--- config.mk ---
export PLATFORM = sky130hd
export DESIGN_NAME = bipolar_line_decoder
export DESIGN_NICKNAME = d
export VERILOG_FILES = /design/src/rtl/bld_pkg.sv /design/src/rtl/bld_classify.sv /design/src/rtl/bld_window.sv /design/src/rtl/bld_out_stage.sv /design/src/rtl/bipolar_line_decoder.sv
export SDC_FILE = /design/constraint.sdc
export NUM_CORES = 1
export LEC_CHECK = 0
export BUFFER_PORTS_ARGS = -buffer_cell sky130_fd_sc_hd__buf_2
export CAP_MARGIN = 20
export CORE_MARGIN = 1.5
export CORE_UTILIZATION = 51
export CTS_BUF_LIST = sky130_fd_sc_hd__clkbuf_4 sky130_fd_sc_hd__clkbuf_8
export CTS_CLUSTER_SIZE = 8
export DETAILED_ROUTE_END_ITERATION = 10
export PLACE_DENSITY = 0.79
export SKIP_CTS_REPAIR_TIMING = 1
export SYNTH_ARGS = -nofsm -noshare
export SYNTH_HDL_FRONTEND = slang
export SYNTH_SLANG_ARGS = --single-unit
export TNS_END_PERCENT = 10
--- constraint.sdc ---
create_clock -name clk -period 4.3 [get_ports clk]
set_input_delay 0.215 -clock clk [delete_from_list [all_inputs] [get_ports clk]]
set_output_delay 0.215 -clock clk [all_outputs]
set_load 0.02 [all_outputs]
--- src/rtl/bld_pkg.sv ---
package bld_pkg;
  typedef enum logic [1:0] {
    LM_NRZ  = 2'd0,
    LM_B3ZS = 2'd1,
    LM_HDB3 = 2'd2,
    LM_RSVD = 2'd3
  } line_mode_e;
endpackage

--- src/rtl/bld_classify.sv ---
module bld_classify
  import bld_pkg::*;
#(
  parameter int unsigned SPAN_SHORT = 3,
  parameter int unsigned SPAN_LONG  = 4,
  parameter int unsigned DEPTH      = 4
) (
  input  logic             clk,
  input  logic             rst_n,
  input  line_mode_e       mode,
  input  logic             step,
  input  logic             sym_p,
  input  logic             sym_n,
  input  logic [DEPTH-1:0] win_zero,
  output logic             dec_mark,
  output logic             sym_zero,
  output logic             lcv_hit,
  output logic [DEPTH-1:0] clr_mask
);
  localparam int unsigned RUN_W = $clog2(SPAN_LONG + 1);

  logic             pol_q, have_pol_q;
  logic [RUN_W-1:0] run_q, run_nxt;
  logic             codec_on, is_long, pulse, both, is_v, shape_ok, sub_hit;
  logic             exz, bpv;
  int unsigned      span;

  always_comb begin
    codec_on = (mode == LM_B3ZS) || (mode == LM_HDB3);
    is_long  = (mode == LM_HDB3);
    span     = is_long ? SPAN_LONG : SPAN_SHORT;
    pulse    = sym_p ^ sym_n;
    both     = sym_p & sym_n;
    sym_zero = ~sym_p & ~sym_n;
    is_v     = pulse && have_pol_q && (sym_p == pol_q);
    shape_ok = 1'b1;
    for (int k = 0; k < DEPTH; k++) begin
      if ((k + 2 < span) && !win_zero[k]) shape_ok = 1'b0;
    end
    sub_hit = codec_on && is_v && shape_ok;
    bpv     = codec_on && ((is_v && !shape_ok) || both);
    if (!sym_zero)                           run_nxt = '0;
    else if (run_q == RUN_W'(SPAN_LONG))     run_nxt = run_q;
    else                                     run_nxt = run_q + 1'b1;
    exz      = codec_on && sym_zero && (32'(run_nxt) >= span);
    lcv_hit  = bpv || exz;
    dec_mark = codec_on ? ((pulse || both) && !sub_hit) : sym_p;
    for (int k = 0; k < DEPTH; k++) begin
      clr_mask[k] = sub_hit && (k + 2 == span);
    end
  end

  always_ff @(posedge clk) begin
    if (!rst_n) begin
      pol_q      <= 1'b0;
      have_pol_q <= 1'b0;
      run_q      <= '0;
    end else if (step) begin
      run_q <= run_nxt;
      if (pulse) begin
        pol_q      <= sym_p;
        have_pol_q <= 1'b1;
      end
    end
  end
endmodule

--- src/rtl/bld_window.sv ---
module bld_window #(
  parameter int unsigned DEPTH = 4
) (
  input  logic             clk,
  input  logic             rst_n,
  input  logic             step,
  input  logic             in_mark,
  input  logic             in_zero,
  input  logic             in_lcv,
  input  logic [DEPTH-1:0] clr_mask,
  output logic [DEPTH-1:0] win_zero,
  output logic             head_mark,
  output logic             head_lcv,
  output logic             full
);
  localparam int unsigned CNT_W = $clog2(DEPTH + 1);

  logic [DEPTH-1:0] mark_q, zero_q, lcv_q;
  logic [CNT_W-1:0] fill_q;

  for (genvar g = 0; g < DEPTH; g++) begin : g_stage
    if (g == 0) begin : g_head
      always_ff @(posedge clk) begin
        if (!rst_n) begin
          mark_q[g] <= 1'b0;
          zero_q[g] <= 1'b0;
          lcv_q[g]  <= 1'b0;
        end else if (step) begin
          mark_q[g] <= in_mark;
          zero_q[g] <= in_zero;
          lcv_q[g]  <= in_lcv;
        end
      end
    end else begin : g_tail
      always_ff @(posedge clk) begin
        if (!rst_n) begin
          mark_q[g] <= 1'b0;
          zero_q[g] <= 1'b0;
          lcv_q[g]  <= 1'b0;
        end else if (step) begin
          mark_q[g] <= mark_q[g-1] & ~clr_mask[g-1];
          zero_q[g] <= zero_q[g-1];
          lcv_q[g]  <= lcv_q[g-1];
        end
      end
    end
  end

  always_ff @(posedge clk) begin
    if (!rst_n)                                fill_q <= '0;
    else if (step && fill_q != CNT_W'(DEPTH))  fill_q <= fill_q + 1'b1;
  end

  assign win_zero  = zero_q;
  assign head_mark = mark_q[DEPTH-1];
  assign head_lcv  = lcv_q[DEPTH-1];
  assign full      = (fill_q == CNT_W'(DEPTH));
endmodule

--- src/rtl/bld_out_stage.sv ---
module bld_out_stage (
  input  logic clk,
  input  logic rst_n,
  input  logic emit,
  input  logic emit_data,
  input  logic emit_lcv,
  input  logic out_ready,
  output logic out_valid,
  output logic out_data,
  output logic out_lcv,
  output logic in_ready
);
  always_ff @(posedge clk) begin
    if (!rst_n) begin
      out_valid <= 1'b0;
      out_data  <= 1'b0;
      out_lcv   <= 1'b0;
    end else if (emit) begin
      out_valid <= 1'b1;
      out_data  <= emit_data;
      out_lcv   <= emit_lcv;
    end else if (out_ready) begin
      out_valid <= 1'b0;
      out_lcv   <= 1'b0;
    end
  end

  assign in_ready = !out_valid || out_ready;
endmodule

--- src/rtl/bipolar_line_decoder.sv ---
module bipolar_line_decoder
  import bld_pkg::*;
#(
  parameter int unsigned SPAN_SHORT = 3,
  parameter int unsigned SPAN_LONG  = 4,
  parameter int unsigned DEPTH      = 4
) (
  input  logic       clk,
  input  logic       rst_n,
  input  logic [1:0] cfg_mode,
  input  logic       in_valid,
  output logic       in_ready,
  input  logic       in_pos,
  input  logic       in_neg,
  output logic       out_valid,
  input  logic       out_ready,
  output logic       out_data,
  output logic       out_lcv
);
  line_mode_e       mode;
  logic             accept, emit, full;
  logic             dec_mark, sym_zero, lcv_hit, head_mark, head_lcv;
  logic [DEPTH-1:0] win_zero, clr_mask;

  assign mode   = line_mode_e'(cfg_mode);
  assign accept = in_valid && in_ready;
  assign emit   = accept && full;

  bld_classify #(
    .SPAN_SHORT(SPAN_SHORT), .SPAN_LONG(SPAN_LONG), .DEPTH(DEPTH)
  ) u_class (
    .clk(clk), .rst_n(rst_n), .mode(mode), .step(accept),
    .sym_p(in_pos), .sym_n(in_neg), .win_zero(win_zero),
    .dec_mark(dec_mark), .sym_zero(sym_zero), .lcv_hit(lcv_hit),
    .clr_mask(clr_mask)
  );

  bld_window #(.DEPTH(DEPTH)) u_win (
    .clk(clk), .rst_n(rst_n), .step(accept),
    .in_mark(dec_mark), .in_zero(sym_zero), .in_lcv(lcv_hit),
    .clr_mask(clr_mask), .win_zero(win_zero),
    .head_mark(head_mark), .head_lcv(head_lcv), .full(full)
  );

  bld_out_stage u_out (
    .clk(clk), .rst_n(rst_n), .emit(emit),
    .emit_data(head_mark), .emit_lcv(head_lcv), .out_ready(out_ready),
    .out_valid(out_valid), .out_data(out_data), .out_lcv(out_lcv),
    .in_ready(in_ready)
  );
endmodule

==> results of run 1 <==
-- kinds of logic (layout without fill, tap and decap cells) --
logic type,count (synthesis),after routing
buffers and inverters,17,26
AO/OA/AOI/OAI,26,26
adder cells (fa/ha/maj),11,11
XOR/XNOR,3,3
multiplexers,3,3
AND/OR/NAND/NOR,52,52
flip-flops,21,21
-- layer usage --
| layer | share of wire [%] | up-vias |
|---|---|---|
| met5 | 0 | - |
| met4 | 0.86 | 0 |
| met3 | 3.5 | 6 |
| met2 | 50 | 20 |
| met1 | 46 | 425 |
| li1 | - | 460 |
-- worst max-delay path: cells and delay by family, from the launching register on --
kind	cells	cell delay, ns
AOI/OAI and AO/OA	3	0.59
xor gates and xnor gates	1	0.21
adders and majority gates	2	0.50
buffers and inverters	1	0.09
DFF	1	0.34
and+or+nand+nor	3	0.31
-- layout make-up --
cell class              count  share of cell area [%]
clock buffers               3                    1.85
repair buffers             11                    4.52
clock inverters             1                   0.411
flip-flops and latches     21                    34.5
multi-input cells          95                    52.5
inverters                  11                    3.39
well taps                  27                    2.77
-- sequential cells by signal (all words and copies together) (netlist names) --
register            flops
u_class.run_q           3
u_win.fill_q            3
u_win.lcv_q             3
u_win.mark_q            3
u_win.win_zero          2
u_class.have_pol_q      1
u_class.pol_q           1
u_out.out_data          1
u_out.out_lcv           1
u_out.out_valid         1
u_win.head_lcv          1
u_win.head_mark         1
-- power by group through the flow --
stage | registers, mW | logic [mW] | clock network, mW
after floorplan | 0.209 | 0.0338 | 0
after global placement | 0.209 | 0.0432 | 0
after detailed placement | 0.210 | 0.0452 | 0
after CTS | 0.205 | 0.0456 | 0.0992
after global routing | 0.206 | 0.0521 | 0.103
final | 0.205 | 0.0455 | 0.0948
-- cell usage in the layout (no fill, tap or decap) --
| cell type | synthesis | routed |
|---|---|---|
| ha_1 | 11 | 11 |
| nand3_1 | 8 | 8 |
| a21bo_2 | 1 | 1 |
| buf_2 | 3 | 11 |
| a21boi_0 | 11 | 11 |
| dfxtp_1 | 21 | 21 |
| nor2_1 | 3 | 3 |
| nand2_1 | 27 | 27 |
| o21ai_1 | 1 | 1 |
| o31ai_1 | 2 | 2 |
| or4b_4 | 1 | 1 |
| o2111ai_2 | 1 | 1 |
| mux2i_1 | 3 | 3 |
| a21boi_1 | 2 | 2 |
| nand4_1 | 1 | 1 |
| a31oi_1 | 1 | 1 |
| xnor2_1 | 2 | 2 |
| clkbuf_4 | 0 | 3 |
| and3b_1 | 1 | 1 |
| clkinv_2 | 0 | 1 |
| nand4b_1 | 1 | 1 |
| nand2b_1 | 4 | 4 |
| inv_1 | 11 | 11 |
| nor2b_1 | 4 | 4 |
| a211oi_1 | 2 | 2 |
| and2_1 | 2 | 2 |
| a211o_1 | 1 | 1 |
| a21oi_1 | 2 | 2 |
| xor2_1 | 1 | 1 |
| o21ai_0 | 2 | 2 |
-- worst paths after layout --
kind,start,end,cells past startpoint
max,u_class.run_q[0],u_win.lcv_q[0],10
min,out_ready,u_out.out_lcv,4
max reg2reg,u_class.run_q[0],u_win.lcv_q[0],10
min reg2reg,u_win.lcv_q[0],u_win.lcv_q[1],2
-- through the flow --
| stage | cells | setup slack [ns] | power (mW) | hold WS [ns] |
|---|---|---|---|---|
| floorplan | 133 | 2.34 | 0.242 | 0.366 |
| global placement | 165 | 2.29 | 0.252 | 0.436 |
| detailed placement | 165 | 2.21 | 0.255 | 0.445 |
| CTS | 169 | 2.17 | 0.350 | 0.245 |
| global route | 169 | 2.04 | 0.362 | 0.267 |
| finish | 169 | 2.16 | 0.346 | 0.239 |
==> run_results.csv, run 1 <==
group,metric,value,unit
outcome,outcome,"complete, no violations",
drt,viasPerCell,5.39,
timing,tns,0,ns
finish,drive_gt1_share,12.7,%
drt,antenna_left,0,
place,dp_hpwl,1550,um
finish,syn_to_final_growth,7.63,%
finish,stdcell_area,1220,um2
drt,dr.pass1.iters,4,
yosys,synth_compound_area_share,17.0,%
finish,antenna_cells,0,
global_route,grt_util_all_layers,18.7,%
timing,max-slew-margin-rel,60.0,%
critical_path,worstPathMaxFanout,4,
critical_path,arrival,2.35,ns
timing,fin_crit,2.14,ns
finish,seq_area,420,um2
yosys,synth-async-reset-ratio,0,%
yosys,avgSynthCellArea,8.50,um2
yosys,synth_xor_area_share,2.32,%
timing,rsz0062_at_grt,"no",
yosys,synth.area.top_cells,"dfxtp_1 37%, ha_1 12%, nand2_1 9.0%",
global_route,grt_start_max_net_pins,24,
critical_path,reg2reg_slack,2.16,ns
global_route,grt_pass1_vias,895,
critical_path,worstSetupStartpointType,"flop",
yosys,syn_area,1130,um2
finish,filler_cell_count,183,
place,post_dp_cell_area,1190,um2
drt,wire_per_inst,12.4,um
global_route,use_met1,20.8,%
finish,multi_input_area,639,um2
critical_path,critPathSlowestCell,"dfxtp_1",
clock_tree,cts_max_level,1,
pwr,p_per_area,284,nW/um2
critical_path,critPathCaptureType,"flop",
yosys,synth-simple-area-share,22.3,%
flow_run,maxCapViolCount,0,
hold_path,worstHoldPathType,"input pin to flop",
yosys,synth_top_cell_by_area,"dfxtp_1",
clock_tree,cts_root_buffer,"clkbuf_4",
die,rows,16,
global_route,use_met3,5.45,%
critical_path,crit_type,"flop to flop",
die,die_area,2510,um2
pwr,switchingPower,0.0904,mW
place,port_buffers,11,
pwr,p_seq_share,59.4,%
finish,finalNetCount,162,
timing,fin_crit_sh,49.7,%
yosys,synth.cells.most_frequent,"27 x nand2_1, 21 x dfxtp_1, 11 x a21boi_0, 11 x ha_1, 11 x inv_1",
clock_tree,cts_tree,"done",
timing,hold_violations,0,
timing,fmax,468,MHz
pwr,netSwitchingFraction,26.2,%
yosys,synth.most_common_cell,"nand2_1",
yosys,syn_inst,133,
yosys,ys_types,30,
pwr,power_frac_comb,13.2,%
die,start_util,55.9,%
clock_tree,cts_made_buffers,3,
clock_tree,clock_latency,0.31,ns
timing,setup_viol,0,
critical_path,critical_path_required,4.51,ns
pwr,vdd_drop_max,0.226,mV
pwr,cell_internal_pwr,0.255,mW
finish,final_util,60.2,%
yosys,synth_top_area_share,37.2,%
place,place_congestion,0.790,
clock_tree,cts.sinks,21,
critical_path,max_stage_delay,0.34,ns
die,fp.dieH,50.1,um
timing,tightest_slew,0.600,ns
yosys,synth_flop_cell,"dfxtp_1",
yosys,synthesis.nets,152,
global_route,busiest_layer,"met2",
timing,final.setup_skew,0.00978,ns
global_route,gr-usage-met2,35.1,%
die,io_pins,12,
pwr,p_clk_share,27.4,%
critical_path,crit_chain,"inv_1, ha_1, nand2_1, xnor2_1, nand2_1, ha_1, nand2b_1, a211o_1, a211oi_1, o31ai_1",
yosys,synth_fa_ha_area_share,12.2,%
global_route,antenna_found_initial,0,
drt,vias,911,
global_route,grt_first_pass_wirelength,3620,um
yosys,ys_seq_area_share,37.2,%
drt,totalWireLength,2100,um
clock_tree,clock_path_buffers,2,
die,die_width,50.1,um
drt,drt-initial-drc-count,17,
yosys,ys_warn_count,0,
clock_tree,clk_pin_slew,0.12,ns
global_route,overflow,0,
yosys,ys_ff_latch,21,
yosys,synth_edf_count,0,
die,core,2020,um2
timing,final-max-slew-violation-count,0,
yosys,yosys-mux-area-fraction,2.65,%
pwr,p_leak,0.528,nW
yosys,synth_top_family_by_area,"simple AND/OR/NAND/NOR gates",
drt,drc,0,
Power figures use the tool's default switching activity.
==> run 2: changes to the inputs <==
Settings changed: ABC_AREA set to 1.
Clock period 4.3 ns to 2.1 ns, I/O delays scaled along.
==> run_results.csv, run 2 <==
group,metric,value,unit
critical_path,worstPathMaxFanout,5,
yosys,synth_flop_cell,"dfxtp_1",
die,fp.dieH,50.4,um
drt,wire_per_inst,11.8,um
timing,rsz0062_at_grt,"no",
finish,stdcell_area,1220,um2
yosys,synth.cells.most_frequent,"22 x nand2_1, 21 x dfxtp_1, 17 x inv_1",
timing,fin_crit_sh,87.1,%
yosys,synth_top_area_share,36.7,%
timing,final-max-slew-violation-count,0,
yosys,synth.area.top_cells,"dfxtp_1 37%, ha_1 12%, nand2_1 7.2%",
global_route,grt_start_max_net_pins,20,
outcome,outcome,"complete, no violations",
drt,antenna_left,0,
pwr,p_clk_share,26.7,%
yosys,synth_xor_area_share,0.765,%
yosys,synth_edf_count,0,
pwr,total_power,0.767,mW
drt,totalWireLength,2190,um
finish,filler_cell_count,208,
finish,drive_gt1_share,19.6,%
timing,fmax,546,MHz
clock_tree,clock_path_buffers,2,
clock_tree,clk_pin_slew,0.12,ns
finish,finalNetCount,178,
finish,seq_area,420,um2
drt,dr.pass1.iters,4,
yosys,synth_fa_ha_area_share,12.0,%
global_route,grt_pass1_vias,956,
die,core,2040,um2
pwr,p_seq_share,56.9,%
drt,vias,973,
pwr,p_leak,0.586,nW
critical_path,worstSetupStartpointType,"flop",
finish,layout_commonest_cell,"nand2_1",
critical_path,timing.rr.start,"u_class.run_q[0]",
drt,drt-initial-drc-count,30,
drt,viasPerCell,5.26,
finish,syn_to_final_growth,6.99,%
timing,hold_violations,0,
yosys,synth.most_common_cell,"nand2_1",
yosys,synth-async-reset-ratio,0,%
pwr,vdd_drop_max,0.398,mV
timing,final.setup_skew,0.00268,ns
yosys,synthesis.nets,165,
die,io_pins,12,
finish,multi_input_area,598,um2
pwr,switchingPower,0.227,mW
die,die_area,2540,um2
global_route,grt_util_all_layers,19.7,%
clock_tree,cts_root_buffer,"clkbuf_4",
place,dp_hpwl,1590,um
yosys,syn_area,1140,um2
global_route,overflow,0,
clock_tree,cts_tree,"done",
hold_path,worstHoldPathType,"input pin to flop",
pwr,p_per_area,626,nW/um2
yosys,avgSynthCellArea,7.84,um2
yosys,synth_top_cell_by_area,"dfxtp_1",
place,port_buffers,11,
yosys,ys_seq_area_share,36.7,%
clock_tree,cts.sinks,21,
pwr,netSwitchingFraction,29.6,%
pwr,cell_internal_pwr,0.540,mW
place,post_dp_cell_area,1200,um2
place,place_ws,0.302,ns
critical_path,critical_path_required,2.32,ns
pwr,power_frac_comb,16.4,%
yosys,syn_inst,146,
global_route,grt_first_pass_wirelength,3800,um
critical_path,setup.worst_path.start,"u_class.run_q[0]",
flow_run,maxCapViolCount,0,
clock_tree,cts_max_level,1,
finish,antenna_cells,0,
drt,met2_length,1110,um
yosys,ys_types,26,
timing,fin_ws,0.270,ns
finish,final_util,60.0,%
critical_path,arrival,2.05,ns
finish,final_cell_mix,"22 x nand2_1, 21 x dfxtp_1, 17 x inv_1",
drt,drc,0,
timing,tightest_slew,0.257,ns
timing,max-slew-margin-rel,82.8,%
yosys,yosys-mux-area-fraction,0,%
drt,wl_met3,75,um
die,die_width,50.4,um
die,start_util,56.1,%
hold_path,worstHoldStart,"out_ready",
yosys,synth_top_family_by_area,"simple AND/OR/NAND/NOR gates",
timing,setup_viol,0,
clock_tree,clock_latency,0.32,ns
drt,m1WireLength,957,um
global_route,antenna_found_initial,0,
timing,tns,0,ns
critical_path,crit_type,"flop to flop",
yosys,ys_ff_latch,21,
die,rows,16,
yosys,synth_compound_area_share,18.7,%
drt,top_layer_used,"met4",
timing,fin_crit,1.83,ns
critical_path,critPathCaptureType,"flop",
yosys,synth-simple-area-share,20.8,%
place,place_congestion,0.803,
clock_tree,cts_made_buffers,3,
yosys,ys_warn_count,0,
-- run 2: cell count changes after synthesis, moves of 5 or more --
cell	delta
a21oi_1	+13
nand2_1	-5
nor2_1	+12
a21boi_0	-10
inv_1	+6
o21ai_0	+11
-- run 2: power groups by stage --
stage	logic [mW]	registers [mW]	clock network, mW
after floorplan	0.101	0.442	0
after global placement	0.118	0.444	0
after detailed placement	0.125	0.445	0
after CTS	0.127	0.436	0.210
after global routing	0.146	0.439	0.221
final	0.126	0.436	0.205
-- run 2: cells by family after synthesis --
family | after synthesis
AOI/OAI and AO/OA | 39
xor gates and xnor gates | 1
adders and majority gates | 11
buffers and inverters | 25
DFF | 21
and+or+nand+nor | 49
-- run 2: stage by stage --
step,hold WS (ns),cells
2_1_floorplan,0.243,146
3_3_place_gp,0.411,181
3_5_place_dp,0.427,181
4_1_cts,0.0753,185
5_1_grt,0.0974,185
6_report,0.0784,185
-- run 2: layout make-up --
class | instances | share of cell area, %
clock buffer | 3 | 1.84
clock inverter | 1 | 0.409
inverter | 22 | 7.35
multi-input combinational | 100 | 48.8
sequential | 21 | 34.3
tap | 27 | 2.76
timing repair buffer | 11 | 4.49
-- run 2: worst max-delay path: stages, from the launching register on --
cell     delay (ns)
dfxtp_1        0.42
inv_1          0.07
ha_1           0.29
a21oi_1        0.13
nor2_1         0.08
ha_1           0.30
nand2_1        0.07
nand2_1        0.05
nand2_1        0.06
nand3_1        0.06
nand2_1        0.06
nand2_1        0.05
nand2_1        0.06
a21oi_2        0.05
-- run 2: path summary, 6_finish.rpt --
check,to,slack (ns),depth (start not counted)
worst max-delay path,u_win.lcv_q[0],0.27,13
worst min-delay path,u_out.out_lcv,0.08,4
worst max register to register,u_win.lcv_q[0],0.27,13
worst min register to register,u_class.have_pol_q,0.46,2
-- run 2: routing by layer --
layer	vias up	GRT usage (%)
li1	501	-
met2	20	36.2
met4	0	9.91
met1	449	21.4
met3	3	3.57
met5	-	0
==> run 3: changes to the inputs <==
Settings changed: CORE_UTILIZATION 51 to 40, PLACE_DENSITY 0.79 to 0.66.
==> run_results.csv, run 3 (same netlist as run 2, synthesis figures left out) <==
group,metric,value,unit
critical_path,max_stage_delay,0.41,ns
global_route,grt_util_all_layers,14.2,%
critical_path,arrival,2.03,ns
die,rows,19,
finish,final_cell_mix,"22 x nand2_1, 21 x dfxtp_1, 17 x inv_1",
finish,multi_input_area,598,um2
timing,tns,0,ns
global_route,antenna_found_initial,0,
die,die_area,3190,um2
global_route,busiest_layer,"met2",
place,port_buffers,11,
die,start_util,41.9,%
pwr,p_per_area,615,nW/um2
drt,wire_per_inst,10.7,um
finish,antenna_cells,0,
timing,rsz0062_at_grt,"no",
critical_path,crit_chain,"inv_1, ha_1, nand2_1, o21ai_1, nor2_1, ha_1, nand2_1, nand2_1, nand2_1, nand3_1, nand2_1, nand2_1, nand2_1, a21oi_2",
timing,fin_crit,1.83,ns
flow_run,maxCapViolCount,0,
finish,final_util,45.0,%
timing,hold_violations,0,
drt,drt-initial-drc-count,18,
global_route,use_met1,17.8,%
place,dp_hpwl,1450,um
finish,finalNetCount,178,
global_route,gr-usage-met2,22.8,%
critical_path,worstPathMaxFanout,5,
drt,antenna_left,0,
clock_tree,cts_made_buffers,3,
finish,syn_to_final_growth,7.43,%
pwr,p_leak,0.586,nW
drt,drc,0,
pwr,vdd_drop_max,0.350,mV
critical_path,crit_type,"flop to flop",
critical_path,timing.rr.start,"u_class.run_q[0]",
critical_path,critPathSlowestCell,"dfxtp_1",
hold_path,worstHoldPathType,"input pin to flop",
drt,vias,949,
global_route,use_met3,2.07,%
clock_tree,clock_latency,0.30,ns
finish,layout_commonest_cell,"nand2_1",
critical_path,setup.worst_path.start,"u_class.run_q[0]",
die,core,2730,um2
finish,seq_area,420,um2
die,io_pins,12,
timing,fmax,547,MHz
critical_path,cp_common_cell,"nand2_1",
place,place_congestion,0.800,
timing,final.setup_skew,0.00346,ns
clock_tree,cts_max_level,1,
global_route,grt_pass1_vias,869,
finish,stdcell_area,1230,um2
critical_path,reg2reg_slack,0.27,ns
outcome,outcome,"complete, no violations",
clock_tree,clock_path_buffers,2,
drt,viasPerCell,5.02,
timing,setup_viol,0,
timing,fin_crit_sh,87.1,%
critical_path,endpoint,"u_win.lcv_q[0]",
critical_path,critical_path_required,2.30,ns
clock_tree,cts_root_buffer,"clkbuf_4",
timing,tightest_slew,0.284,ns
timing,final-max-slew-violation-count,0,
clock_tree,cts.sinks,21,
critical_path,r2r-end,"u_win.lcv_q[0]",
die,die_width,56.5,um
finish,drive_gt1_share,19.6,%
drt,dr.pass1.iters,6,
critical_path,critPathCaptureType,"flop",
drt,totalWireLength,2030,um
clock_tree,cts_tree,"done",
global_route,grt_first_pass_wirelength,3580,um
critical_path,worst_r2r_path_depth,14,
critical_path,worstSetupStartpointType,"flop",
finish,filler_cell_count,260,
die,fp.dieH,56.5,um
timing,max-slew-margin-rel,81.0,%
clock_tree,clk_pin_slew,0.12,ns
global_route,grt_start_max_net_pins,20,
global_route,overflow,0,
pwr,total_power,0.756,mW
place,post_dp_cell_area,1200,um2
[run 3: cell type report]
type | instances | area share (%)
multi-input cells | 100 | 48.6
flip-flops and latches | 21 | 34.2
inverters | 22 | 7.32
repair buffers | 11 | 4.48
well taps | 31 | 3.15
clock buffers | 3 | 1.83
clock inverters | 1 | 0.407
[run 3: where the power goes]
group	switching [mW]	internal [mW]	leakage (nW)
combinational	0.0777	0.0465	0.395
clock	0.125	0.0710	0.0177
sequential	0.0141	0.422	0.173
[run 3: critical path: cells and delay by family (launching register included)]
family,cells,cell delay [ns]
AOI/OAI and AO/OA,2,0.11
adders and majority gates,2,0.49
buffers and inverters,1,0.06
DFF,1,0.41
and+or+nand+nor,9,0.66
[run 3: worst min-delay path by stage]
stage,from,endpoint,slack (ns),cells after the start
after floorplan,rst_n,u_class.pol_q,0.24,2
after global placement,out_ready,u_out.out_lcv,0.41,4
after detailed placement,out_ready,u_out.out_lcv,0.42,4
after CTS,out_ready,u_out.out_lcv,0.08,4
after global routing,out_ready,u_out.out_lcv,0.08,4
final,out_ready,u_out.out_lcv,0.09,4
[run 3: metal layers]
layer  vias to the layer above  share of wire, %
met4                         0               1.2
li1                        498                 -
met2                        18                50
met1                       429                47
met5                         -                 0
met3                         4               2.3
[run 3: metrics by stage]
step	setup slack [ns]	hold slack (ns)	cells
final	0.272	0.0859	189
after detailed placement	0.308	0.418	185
after global routing	0.0515	0.0849	189
after CTS	0.289	0.0810	189
after global placement	0.387	0.414	185
after floorplan	0.446	0.243	146
